`src/rtl/usbsd_pkg.sv`:
```
package usbsd_pkg;

   // Link state of the suspend logic
   typedef enum logic [1:0] {
      ST_RUN    = 2'b00,
      ST_SUSP   = 2'b01,
      ST_WAKE   = 2'b10,
      ST_RESUME = 2'b11
   } susp_state_e;

   // Classification of a wake-up; the codes appear on the wake_class port
   typedef enum logic [1:0] {
      WK_NONE   = 2'b00,
      WK_RESUME = 2'b01,
      WK_RESET  = 2'b10,
      WK_NOISE  = 2'b11
   } wake_kind_e;

endpackage

```
`src/rtl/usbsd_sync.sv`:
```
module usbsd_sync #(
   parameter int W      = 2,
   parameter int STAGES = 2
) (
   input  logic         clk,
   input  logic         rst_n,
   input  logic [W-1:0] d,
   output logic [W-1:0] q
);

   generate
      if (STAGES < 2) begin : g_bad_stages
         $error("usbsd_sync: STAGES must be at least 2");
      end
      if (W < 1) begin : g_bad_width
         $error("usbsd_sync: W must be at least 1");
      end
   endgenerate

   logic [W-1:0] stg [STAGES];

   generate
      for (genvar s = 0; s < STAGES; s++) begin : g_stage
         if (s == 0) begin : g_first
            always_ff @(posedge clk or negedge rst_n) begin
               if (!rst_n) stg[s] <= '0;
               else        stg[s] <= d;
            end
         end else begin : g_next
            always_ff @(posedge clk or negedge rst_n) begin
               if (!rst_n) stg[s] <= '0;
               else        stg[s] <= stg[s-1];
            end
         end
      end
   endgenerate

   assign q = stg[STAGES-1];

endmodule

```
`src/rtl/usbsd_idle_timer.sv`:
```
module usbsd_idle_timer #(
   parameter int LIMIT = 144000
) (
   input  logic clk,
   input  logic rst_n,
   input  logic en,
   input  logic idle,
   output logic hit
);

   generate
      if (LIMIT < 1) begin : g_bad_limit
         $error("usbsd_idle_timer: LIMIT must be at least 1");
      end
   endgenerate

   localparam int CW = $clog2(LIMIT + 1);
   localparam logic [CW-1:0] LIM_V = CW'(LIMIT);

   logic [CW-1:0] cnt;

   always_ff @(posedge clk or negedge rst_n) begin
      if (!rst_n)              cnt <= '0;
      else if (!en || !idle)   cnt <= '0;
      else if (cnt != LIM_V)   cnt <= cnt + 1'b1;
   end

   // one sample beyond LIMIT idle samples
   assign hit = en && idle && (cnt == LIM_V);


   idle_hit_chk: assert property (@(posedge clk) disable iff (!rst_n)
      hit |-> ($past(idle) && $past(en)));

endmodule

```
`src/rtl/usbsd_se0_det.sv`:
```
module usbsd_se0_det #(
   parameter int RST_CYC = 8
) (
   input  logic clk,
   input  logic rst_n,
   input  logic se0,
   output logic hit
);

   generate
      if (RST_CYC < 2) begin : g_bad_rst
         $error("usbsd_se0_det: RST_CYC must be at least 2");
      end
   endgenerate

   localparam int CW = $clog2(RST_CYC + 1);
   localparam logic [CW-1:0] FULL = CW'(RST_CYC);
   localparam logic [CW-1:0] LAST = CW'(RST_CYC - 1);

   logic [CW-1:0] run;

   always_ff @(posedge clk or negedge rst_n) begin
      if (!rst_n)            run <= '0;
      else if (!se0)         run <= '0;
      else if (run != FULL)  run <= run + 1'b1;
   end

   // fires once, on the RST_CYC-th consecutive SE0 sample
   assign hit = se0 && (run == LAST);


   rst_needs_se0_chk: assert property (@(posedge clk) disable iff (!rst_n)
      hit |-> $past(se0));

endmodule

```
`src/rtl/usbsd_wake_fsm.sv`:
```
module usbsd_wake_fsm
   import usbsd_pkg::*;
#(
   parameter int K_MIN    = 6,
   parameter int WAKE_WIN = 256
) (
   input  logic        clk,
   input  logic        rst_n,
   input  logic        k,
   input  logic        se0,
   input  logic        susp_hit,
   input  logic        force_rise,
   input  logic        bus_rst,
   output susp_state_e state,
   output logic        esusp_ev,
   output logic        wake_ev,
   output wake_kind_e  wake_kind
);

   generate
      if (K_MIN < 2) begin : g_bad_kmin
         $error("usbsd_wake_fsm: K_MIN must be at least 2");
      end
      if (WAKE_WIN <= K_MIN) begin : g_bad_win
         $error("usbsd_wake_fsm: WAKE_WIN must exceed K_MIN");
      end
   endgenerate

   localparam int KW = $clog2(K_MIN + 1);
   localparam int WW = $clog2(WAKE_WIN + 1);
   localparam logic [KW-1:0] KLAST = KW'(K_MIN - 1);
   localparam logic [WW-1:0] WLAST = WW'(WAKE_WIN - 1);

   susp_state_e   nxt;
   logic [KW-1:0] krun;
   logic [WW-1:0] win;
   logic          idle;

   assign idle = !k && !se0;

   always_comb begin
      nxt       = state;
      esusp_ev  = 1'b0;
      wake_ev   = 1'b0;
      wake_kind = WK_NONE;
      if (bus_rst) begin
         nxt = ST_RUN;
         if (state == ST_WAKE) begin
            wake_ev   = 1'b1;
            wake_kind = WK_RESET;
         end
      end else begin
         unique case (state)
            ST_RUN: begin
               if (susp_hit || force_rise) nxt = ST_SUSP;
            end
            ST_SUSP: begin
               if (!idle) begin
                  nxt      = ST_WAKE;
                  esusp_ev = 1'b1;
               end
            end
            ST_WAKE: begin
               if (idle) begin
                  nxt       = ST_SUSP;
                  wake_ev   = 1'b1;
                  wake_kind = WK_NOISE;
               end else if (k && (krun == KLAST)) begin
                  nxt       = ST_RESUME;
                  wake_ev   = 1'b1;
                  wake_kind = WK_RESUME;
               end else if (win == WLAST) begin
                  nxt       = ST_SUSP;
                  wake_ev   = 1'b1;
                  wake_kind = WK_NOISE;
               end
            end
            ST_RESUME: begin
               if (idle) nxt = ST_RUN;
            end
            default: nxt = ST_RUN;
         endcase
      end
   end

   always_ff @(posedge clk or negedge rst_n) begin
      if (!rst_n) begin
         state <= ST_RUN;
         krun  <= '0;
         win   <= '0;
      end else begin
         state <= nxt;
         if (state == ST_SUSP) begin
            krun <= k ? KW'(1) : '0;
            win  <= '0;
         end else if (state == ST_WAKE) begin
            krun <= k ? krun + 1'b1 : '0;
            win  <= win + 1'b1;
         end else begin
            krun <= '0;
            win  <= '0;
         end
      end
   end


   resume_entry_chk: assert property (@(posedge clk) disable iff (!rst_n)
      ($past(state) == ST_WAKE && state == ST_RESUME) |-> $past(k));


   wake_bounded_chk: assert property (@(posedge clk) disable iff (!rst_n)
      (state == ST_WAKE) |-> (win < WW'(WAKE_WIN)));

endmodule

```
`src/rtl/usb_suspend_monitor.sv`:
```
module usb_suspend_monitor
   import usbsd_pkg::*;
#(
   parameter int CLK_KHZ     = 48000,
   parameter int SUSP_MS     = 3,
   parameter int RST_CYC     = 8,
   parameter int K_MIN       = 6,
   parameter int WAKE_WIN    = 256,
   parameter int SYNC_STAGES = 2
) (
   input  logic       clk,
   input  logic       rst_n,
   input  logic       rx_k,
   input  logic       rx_se0,
   input  logic       force_susp,
   output logic [7:0] line_status,
   output logic       suspended,
   output logic       susp_pulse,
   output logic       esusp_pulse,
   output logic       reset_pulse,
   output logic       wake_valid,
   output logic [1:0] wake_class
);

   generate
      if (CLK_KHZ < 1 || SUSP_MS < 1) begin : g_bad_time
         $error("usb_suspend_monitor: CLK_KHZ and SUSP_MS must be positive");
      end
   endgenerate

   localparam int IDLE_LIMIT = CLK_KHZ * SUSP_MS;

   logic [1:0]  line_s;
   logic        k_s, se0_s, idle_s;
   logic        force_d, force_rise;
   logic        susp_hit, bus_rst;
   logic        esusp_ev, wake_ev;
   wake_kind_e  wake_kind;
   susp_state_e state;

   logic        susp_q, esusp_q, rst_q, wake_q;
   logic [1:0]  class_q;

   usbsd_sync #(.W(2), .STAGES(SYNC_STAGES)) u_sync (
      .clk   (clk),
      .rst_n (rst_n),
      .d     ({rx_k, rx_se0}),
      .q     (line_s)
   );

   assign k_s    = line_s[1];
   assign se0_s  = line_s[0];
   assign idle_s = !k_s && !se0_s;

   always_ff @(posedge clk or negedge rst_n) begin
      if (!rst_n) force_d <= 1'b0;
      else        force_d <= force_susp;
   end
   assign force_rise = force_susp && !force_d;

   usbsd_idle_timer #(.LIMIT(IDLE_LIMIT)) u_timer (
      .clk   (clk),
      .rst_n (rst_n),
      .en    (state == ST_RUN),
      .idle  (idle_s),
      .hit   (susp_hit)
   );

   usbsd_se0_det #(.RST_CYC(RST_CYC)) u_se0 (
      .clk   (clk),
      .rst_n (rst_n),
      .se0   (se0_s),
      .hit   (bus_rst)
   );

   usbsd_wake_fsm #(.K_MIN(K_MIN), .WAKE_WIN(WAKE_WIN)) u_fsm (
      .clk        (clk),
      .rst_n      (rst_n),
      .k          (k_s),
      .se0        (se0_s),
      .susp_hit   (susp_hit),
      .force_rise (force_rise),
      .bus_rst    (bus_rst),
      .state      (state),
      .esusp_ev   (esusp_ev),
      .wake_ev    (wake_ev),
      .wake_kind  (wake_kind)
   );

   always_ff @(posedge clk or negedge rst_n) begin
      if (!rst_n) begin
         susp_q  <= 1'b0;
         esusp_q <= 1'b0;
         rst_q   <= 1'b0;
         wake_q  <= 1'b0;
         class_q <= WK_NONE;
      end else begin
         susp_q  <= susp_hit;
         esusp_q <= esusp_ev;
         rst_q   <= bus_rst;
         wake_q  <= wake_ev;
         if (wake_ev) class_q <= wake_kind;
      end
   end

   assign line_status = {5'b0, se0_s, k_s, 1'b0};
   assign suspended   = (state == ST_SUSP) || (state == ST_WAKE);
   assign susp_pulse  = susp_q;
   assign esusp_pulse = esusp_q;
   assign reset_pulse = rst_q;
   assign wake_valid  = wake_q;
   assign wake_class  = class_q;


   susp_lands_chk: assert property (@(posedge clk) disable iff (!rst_n)
      susp_pulse |-> suspended);


   susp_single_chk: assert property (@(posedge clk) disable iff (!rst_n)
      susp_pulse |=> !susp_pulse);


   esusp_from_susp_chk: assert property (@(posedge clk) disable iff (!rst_n)
      esusp_pulse |-> ($past(suspended) && suspended));


   pulse_excl_chk: assert property (@(posedge clk) disable iff (!rst_n)
      $onehot0({susp_pulse, esusp_pulse}));


   rst_to_run_chk: assert property (@(posedge clk) disable iff (!rst_n)
      reset_pulse |-> !suspended);


   wake_kind_chk: assert property (@(posedge clk) disable iff (!rst_n)
      wake_valid |-> (wake_class != 2'b00));

endmodule

```
`config.mk`:
```
export PLATFORM = sky130hd
export DESIGN_NAME = usb_suspend_monitor
export DESIGN_NICKNAME = d
export VERILOG_FILES = /design/src/rtl/usbsd_pkg.sv /design/src/rtl/usbsd_sync.sv /design/src/rtl/usbsd_idle_timer.sv /design/src/rtl/usbsd_se0_det.sv /design/src/rtl/usbsd_wake_fsm.sv /design/src/rtl/usb_suspend_monitor.sv
export SDC_FILE = /design/constraint.sdc
export NUM_CORES = 1
export LEC_CHECK = 0
export ABC_AREA = 0
export CAP_MARGIN = 5
export CELL_PAD_IN_SITES_DETAIL_PLACEMENT = 0
export CELL_PAD_IN_SITES_GLOBAL_PLACEMENT = 1
export CORE_MARGIN = 1
export CORE_UTILIZATION = 51
export CTS_BUF_LIST = sky130_fd_sc_hd__clkbuf_4
export DETAILED_ROUTE_END_ITERATION = 6
export PLACE_DENSITY_LB_ADDON = 0.1
export SLEW_MARGIN = 20
export SYNTH_ARGS = -nofsm -noshare
export SYNTH_HDL_FRONTEND = slang
export SYNTH_SLANG_ARGS = --single-unit
```
`constraint.sdc`:
```
create_clock -name clk -period 5.5 [get_ports clk]
set_input_delay 1.65 -clock clk [delete_from_list [all_inputs] [get_ports clk]]
set_output_delay 1.65 -clock clk [all_outputs]
set_load 0.1 [all_outputs]
```
==> summary.md, run 1 <==
| Metric | Value |
|---|---|
| Drc violations | `0` |
| Fin. Hold Viols | `0` |
| CTS buffer count | `5` |
| Top delay family on crit path | `buffers and inverters` |
| Critical path startpoint category | `register` |
| Status | `complete, no violations` |
| Wire length per cell | `14.5 µm` |
| GPL Wtd Cong | `0.740` |
| Slew HR | `34.0%` |
| Slowest cell on the critical path | `clkdlybuf4s50_1` |
| Clk sink count | `47` |
| Finished Cell Area | `2530 µm²` |
| M3 GR Usage | `4.91%` |
| GR Util met2 | `32.1%` |
| CP max stage delay | `1.14 ns` |
| Hold crit path type | `reg2reg` |
| Worst slew pin tran | `0.988 ns` |
| Worst Setup End Kind | `primary output` |
| # hold bufs at CTS | `0` |
| Pwr Total | `0.000887 W` |
| Yosys reg bits | `47` |
| Syn Std Cell Area | `2360 µm²` |
| GR Layer Usage met1 | `23.6%` |
| Mean Syn Cell Area | `10.4 µm²` |
| Starting Density | `53.7%` |
| Ys async rst share | `100%` |
| Dpl ws | `1.88 ns` |
| Chip Height | `70.0 µm` |
| Area post-placement | `2480 µm²` |
| IO Count | `20` |
| ANT cells | `0` |
| Setup violators final | `0` |
| Gr usage total | `19.1%` |
| CP bufs+invs | `2` |
| Setup Skew | `0.00541 ns` |
| Initial antenna violation count | `0` |
| CTS H-tree depth | `2` |
| RSZ-0062 raised after global routing | `no` |
| IO Port Bufs | `13` |
| DP HPWL | `3010 µm` |
| Initial DRT Pass Iterations | `4` |
| CP Class | `reg2out` |
| Antenna viol nets, final | `0` |
| Post-synth cell types | `45` |
| First-pass GRT wire length | `7330 µm` |
| Final net count | `258` |
| Row cnt | `24` |
| Setup TNS | `0 ns` |
| CP arrival | `2.36 ns` |
| Hold_ws | `0.369 ns` |
| Clock-pin transition on the worst setup and hold timing paths | `0.12 ns` |
| Post-CTS Resized | `0` |
| CP max FO | `6` |
| Detailed-route wire length | `4220 µm` |
| Via count | `1598` |
| Cells after Synth | `227` |
| Leak | `1.09 nW` |
| Synth warnings | `0` |
| Required @ worst endpoint | `3.85 ns` |
| Ys flop type | `dfrtp_1` |
| Vias in the first global route | `1667` |
| Worst skew pair latency | `0.34 ns` |
| Crit-path cells | `inv_1 > ha_1 > clkdlybuf4s50_1` |
| Die Wd | `70.0 µm` |
| Pin count of the biggest net entering global routing | `48` |
| Post-CTS setup buffer count | `0` |
| IR drop worst, VDD | `0.288 mV` |
| Period minus WS final | `4.01 ns` |
| MaxCap Viol Count | `0` |
| Clock root cell | `clkbuf_4` |
| FILL cells | `391` |
| Pwr dens | `351 nW/µm²` |
| Sequential area share after synthesis | `49.9%` |
| EDFF count, synth | `0` |
| CTS Buffer Depth | `2` |
| Most used routing layer | `met2` |
| Layout cells sized above 1 | `6.28%` |
| Period utilization | `72.9%` |
| Max Clk Rate | `250 MHz` |
| Total congestion overflow | `0` |
| Vias per std cell | `5.49` |
| DRT iter0 DRCs | `84` |
| TritonCTS clock tree | `done` |
| Die footprint | `4900 µm²` |
| Final setup margin | `1.49 ns` |
| Core Area | `4380 µm²` |
| Synth-to-Final Area Change | `7.38%` |
| Slew Viols, Final | `0` |
[cell usage in the layout, fill, tap and decap left out, types with 2 or more instances in the layout]
master / Yosys / routed
xor2_1: 9 / 9
mux2i_1: 2 / 2
nand3_1: 13 / 13
dfrtp_1: 47 / 47
a31oi_1: 2 / 2
clkbuf_4: 0 / 6
and2_1: 2 / 2
xnor2_1: 11 / 11
nand2_1: 7 / 7
nor2_1: 30 / 30
inv_1: 13 / 13
conb_1: 1 / 6
o21a_1: 2 / 2
nand3b_1: 2 / 2
or3b_1: 2 / 2
nor4b_1: 2 / 2
clkdlybuf4s50_1: 0 / 12
nor2b_1: 2 / 2
nand2b_1: 5 / 5
nor3_1: 3 / 3
and3_1: 4 / 4
nand4_1: 3 / 3
ha_1: 13 / 13
a21oi_1: 9 / 9
o21ai_0: 6 / 6
or3_1: 7 / 7
[power by group]
part	leakage (nW)	internal [W]	switching, W
Sequential	0.629	0.000374	0.0000245
Combinational	0.433	0.0000917	0.000248
Clock	0.0276	0.0000506	0.0000989
[final cells by class]
class | instances | area (µm²) | area share, %
Inverter | 13 | 48.8 | 1.93
Timing Repair Buffer | 13 | 128 | 5.04
Tap cell | 52 | 65.1 | 2.57
Multi-Input combinational cell | 160 | 1070 | 42.2
Sequential cell | 47 | 1180 | 46.5
Clock buffer | 6 | 45.0 | 1.78
[logic make-up (layout without fill, tap and decap cells)]
family / count (synthesis) / in the layout / share of synthesized area, %
flops: 47 / 47 / 49.9
other cells: 1 / 6 / 0.159
mux: 2 / 2 / 0.850
compound gates: 26 / 26 / 7.49
fa+ha+maj: 13 / 13 / 6.90
xor+xnor: 20 / 20 / 7.44
simple gates: 93 / 93 / 21.7
buf+inv: 25 / 32 / 5.58
[metal layers]
metal	up-vias	wire length [µm]	share of wire, %
met5	-	0	0
met1	791	1910	45
met2	26	2100	50
li1	775	-	-
met3	6	136	3.2
met4	0	68	1.6
[registers in the layout, summed over array words and instances, names as in the netlist]
| signal | count |
|---|---|
| u_timer.cnt | 18 |
| wake_valid | 1 |
| susp_pulse | 1 |
| u_fsm.krun | 3 |
| reset_pulse | 1 |
| u_sync.q | 2 |
| esusp_pulse | 1 |
| force_d | 1 |
| wake_class | 2 |
| u_se0.run | 4 |
| u_fsm.win | 9 |
| u_sync.stg | 2 |
| u_fsm.state | 2 |
[worst paths after layout]
check / startpoint / slack [ns] / to / cells after the start
hold reg to reg: u_sync.stg[3] / 0.37 / u_sync.q[1] / 0
min in group asynchronous: rst_n / 1.29 / u_se0.run[0] / 1
setup reg to reg: u_fsm.state[1] / 3.06 / u_fsm.state[0] / 7
hold / removal: u_sync.stg[3] / 0.37 / u_sync.q[1] / 0
max in group asynchronous: rst_n / 3.80 / wake_valid / 1
setup / recovery: u_fsm.state[1] / 1.49 / suspended / 3
[synthesized netlist by cell type (2+ instances only)]
cell type	count	area share, %
clkbuf_1	3	0.48
buf_4	8	2.5
a21oi_1	9	1.9
nand2_1	7	1.1
nor2_1	30	4.8
a31oi_1	2	0.53
o21a_1	2	0.64
nor3_1	3	0.64
nand4_1	3	0.80
nor4b_1	2	0.74
nand3b_1	2	0.64
inv_1	13	2.1
and3_1	4	1.1
or3_1	7	1.9
xor2_1	9	3.3
xnor2_1	11	4.1
nand2b_1	5	1.3
nor2b_1	2	0.53
and2_1	2	0.53
dfrtp_1	47	50
or3b_1	2	0.74
o21ai_0	6	1.3
ha_1	13	6.9
nand3_1	13	2.8
mux2i_1	2	0.85
[per-stage QoR]
| step | cells | utilization, % |
|---|---|---|
| final | 291 | 57.7 |
| after global routing | 291 | 57.7 |
| after CTS | 291 | 57.6 |
| after detailed placement | 285 | 56.6 |
| after global placement | 285 | 56.6 |
| after floorplan | 232 | - |
No activity file was read; power rests on OpenSTA's default activity.
==> run 2, diff against run 1 <==
--- a/config.mk
+++ b/config.mk
@@ -10,7 +10,7 @@
 export CELL_PAD_IN_SITES_DETAIL_PLACEMENT = 0
 export CELL_PAD_IN_SITES_GLOBAL_PLACEMENT = 1
 export CORE_MARGIN = 1
-export CORE_UTILIZATION = 51
+export CORE_UTILIZATION = 43
 export CTS_BUF_LIST = sky130_fd_sc_hd__clkbuf_4
 export DETAILED_ROUTE_END_ITERATION = 6
 export PLACE_DENSITY_LB_ADDON = 0.1
==> constraint.sdc (replaced) <==
create_clock -name clk -period 3.6 [get_ports clk]
set_input_delay 1.08 -clock clk [delete_from_list [all_inputs] [get_ports clk]]
set_output_delay 1.08 -clock clk [all_outputs]
set_load 0.1 [all_outputs]
==> run 2 against run 1 <==
Compared with the run above: cell area is 0.49% higher; final cell count up 6.9%; clock power up 68%; largest cell class unchanged; largest power group unchanged.
==> summary.md, run 2 (synthesis results as in run 1) <==
| Metric | Value |
|---|---|
| Gr usage total | `15.9%` |
| Fin. Hold Viols | `0` |
| Pin count of the biggest net entering global routing | `48` |
| Post-CTS setup buffer count | `0` |
| Hold crit path type | `reg2reg` |
| Detailed-route wire length | `4110 µm` |
| Worst R2R Setup Slack | `1.22 ns` |
| IO Port Bufs | `13` |
| Synth-to-Final Area Change | `7.91%` |
| DRT iter0 DRCs | `68` |
| Starting Density | `45.3%` |
| CTS Buffer Depth | `2` |
| TritonCTS clock tree | `done` |
| Setup violators final | `0` |
| # hold bufs at CTS | `0` |
| Post-CTS Resized | `0` |
| Pwr dens | `536 nW/µm²` |
| Final net count | `258` |
| ANT cells | `0` |
| MaxCap Viol Count | `0` |
| Initial antenna violation count | `0` |
| FILL cells | `479` |
| CTS buffer count | `5` |
| Max Clk Rate | `379 MHz` |
| Die footprint | `5780 µm²` |
| Worst skew pair latency | `0.36 ns` |
| Die Wd | `76.0 µm` |
| Utilization of the core after routing | `48.8%` |
| Status | `complete, no violations` |
| Post-route insts no fill | `311` |
| Slew Viols, Final | `0` |
| Total congestion overflow | `0` |
| Leak | `1.11 nW` |
| Period utilization | `73.4%` |
| Critical path startpoint category | `register` |
| Wire length per cell | `13.2 µm` |
| Cell total after placement | `303` |
| Most frequent cells in the layout | `dfrtp_1, nor2_1, inv_1, nand3_1, ha_1` |
| Clock root cell | `clkbuf_4` |
| Setup TNS | `0 ns` |
| Worst slew pin tran | `0.626 ns` |
| CP max stage delay | `0.49 ns` |
| IO Count | `20` |
| Row cnt | `26` |
| Drc violations | `0` |
| CP arrival | `1.56 ns` |
| Vias in the first global route | `1533` |
| DP HPWL | `2890 µm` |
| Clock-pin transition on the worst setup and hold timing paths | `0.12 ns` |
| Reg with most FFs | `u_timer.cnt` |
| Chip Height | `76.0 µm` |
| RSZ-0062 raised after global routing | `no` |
| Layout cells sized above 1 | `10.8%` |
| Slew HR | `58.3%` |
| Hold_ws | `0.369 ns` |
| Antenna viol nets, final | `0` |
| CP Class | `reg2out` |
| IR drop worst, VDD | `0.513 mV` |
| Vias per std cell | `5.08` |
| Worst Setup End Kind | `primary output` |
| Core Area | `5200 µm²` |
| Largest register FFs | `18` |
| Regs by FF count | `u_timer.cnt: 18 flops, u_fsm.win: 9 flops, u_se0.run: 4 flops` |
| Most common cell after layout, fill and taps aside | `dfrtp_1` |
| GPL Wtd Cong | `0.763` |
| Period minus WS final | `2.64 ns` |
| Setup Skew | `0.0132 ns` |
| CP max FO | `6` |
| Slowest cell on the critical path | `dfrtp_1` |
| Crit-path cells | `inv_1 > ha_1 > buf_4` |
| Clk sink count | `47` |
| CP bufs+invs | `2` |
| CTS H-tree depth | `2` |
| Via count | `1581` |
| Top delay family on crit path | `flip-flops` |
| Required @ worst endpoint | `2.52 ns` |
| First-pass GRT wire length | `7270 µm` |
| Initial DRT Pass Iterations | `4` |
==> run 2: cell types whose count changed in the layout (fill, tap and decap cells not counted), sizes merged <==
cell | before | now
buf | 1 | 10
clkdlybuf4s50 | 12 | 3
clkbuf | 6 | 7
clkinv | 0 | 1
==> run 2: area by class of cell <==
cell class | count | area, µm² | share of cell area (%)
inverters | 13 | 48.8 | 1.92
repair buffers | 13 | 105 | 4.13
clock inverters | 1 | 5.00 | 0.197
multi-input cells | 160 | 1070 | 42.0
well taps | 70 | 87.6 | 3.44
clock buffers | 7 | 52.6 | 2.07
flip-flops and latches | 47 | 1180 | 46.3
==> run 2: report_power, final <==
part           switching [W]  internal (W)  leakage, nW
Clock               0.000161     0.0000915       0.0361
Combinational       0.000370      0.000130        0.444
Sequential         0.0000389      0.000571        0.629
Total               0.000570      0.000792         1.11
==> run 2: per-layer routing <==
metal / global-route usage [%] / wire length [µm] / part of all wire (%)
met5: 0 / 0 / 0
met4: 5.77 / 60 / 1.5
met3: 3.59 / 98 / 2.4
met2: 26.5 / 2010 / 49
met1: 20.5 / 1940 / 47
==> run 2: worst reg2reg max path: stages (launching register included) <==
cell	delay, ns
dfrtp_1	0.48
inv_1	0.14
ha_1	0.17
or3b_1	0.63
or3_4	0.49
o21bai_4	0.13
nand2_1	0.10
o2bb2ai_1	0.13
==> run 2: per-stage QoR <==
step / power [W] / worst slack (ns) / instance area [µm²]
2_1_floorplan: 0.00103 / 1.18 / 2370
3_3_place_gp: 0.00111 / 1.31 / 2480
3_5_place_dp: 0.00112 / 1.23 / 2480
4_1_cts: 0.00138 / 0.939 / 2540
5_1_grt: 0.00145 / 0.849 / 2540
6_report: 0.00136 / 0.959 / 2540
==> run 2: final timing paths <==
| check | startpoint | end | cells after the start |
|---|---|---|---|
| setup / recovery | u_fsm.state[1] | suspended | 3 |
| setup reg to reg | u_fsm.state[1] | u_fsm.state[0] | 7 |
| hold reg to reg | u_sync.stg[2] | u_sync.q[0] | 0 |
| max in group asynchronous | rst_n | u_fsm.win[0] | 1 |
| min in group asynchronous | rst_n | reset_pulse | 1 |
| hold / removal | u_sync.stg[2] | u_sync.q[0] | 0 |
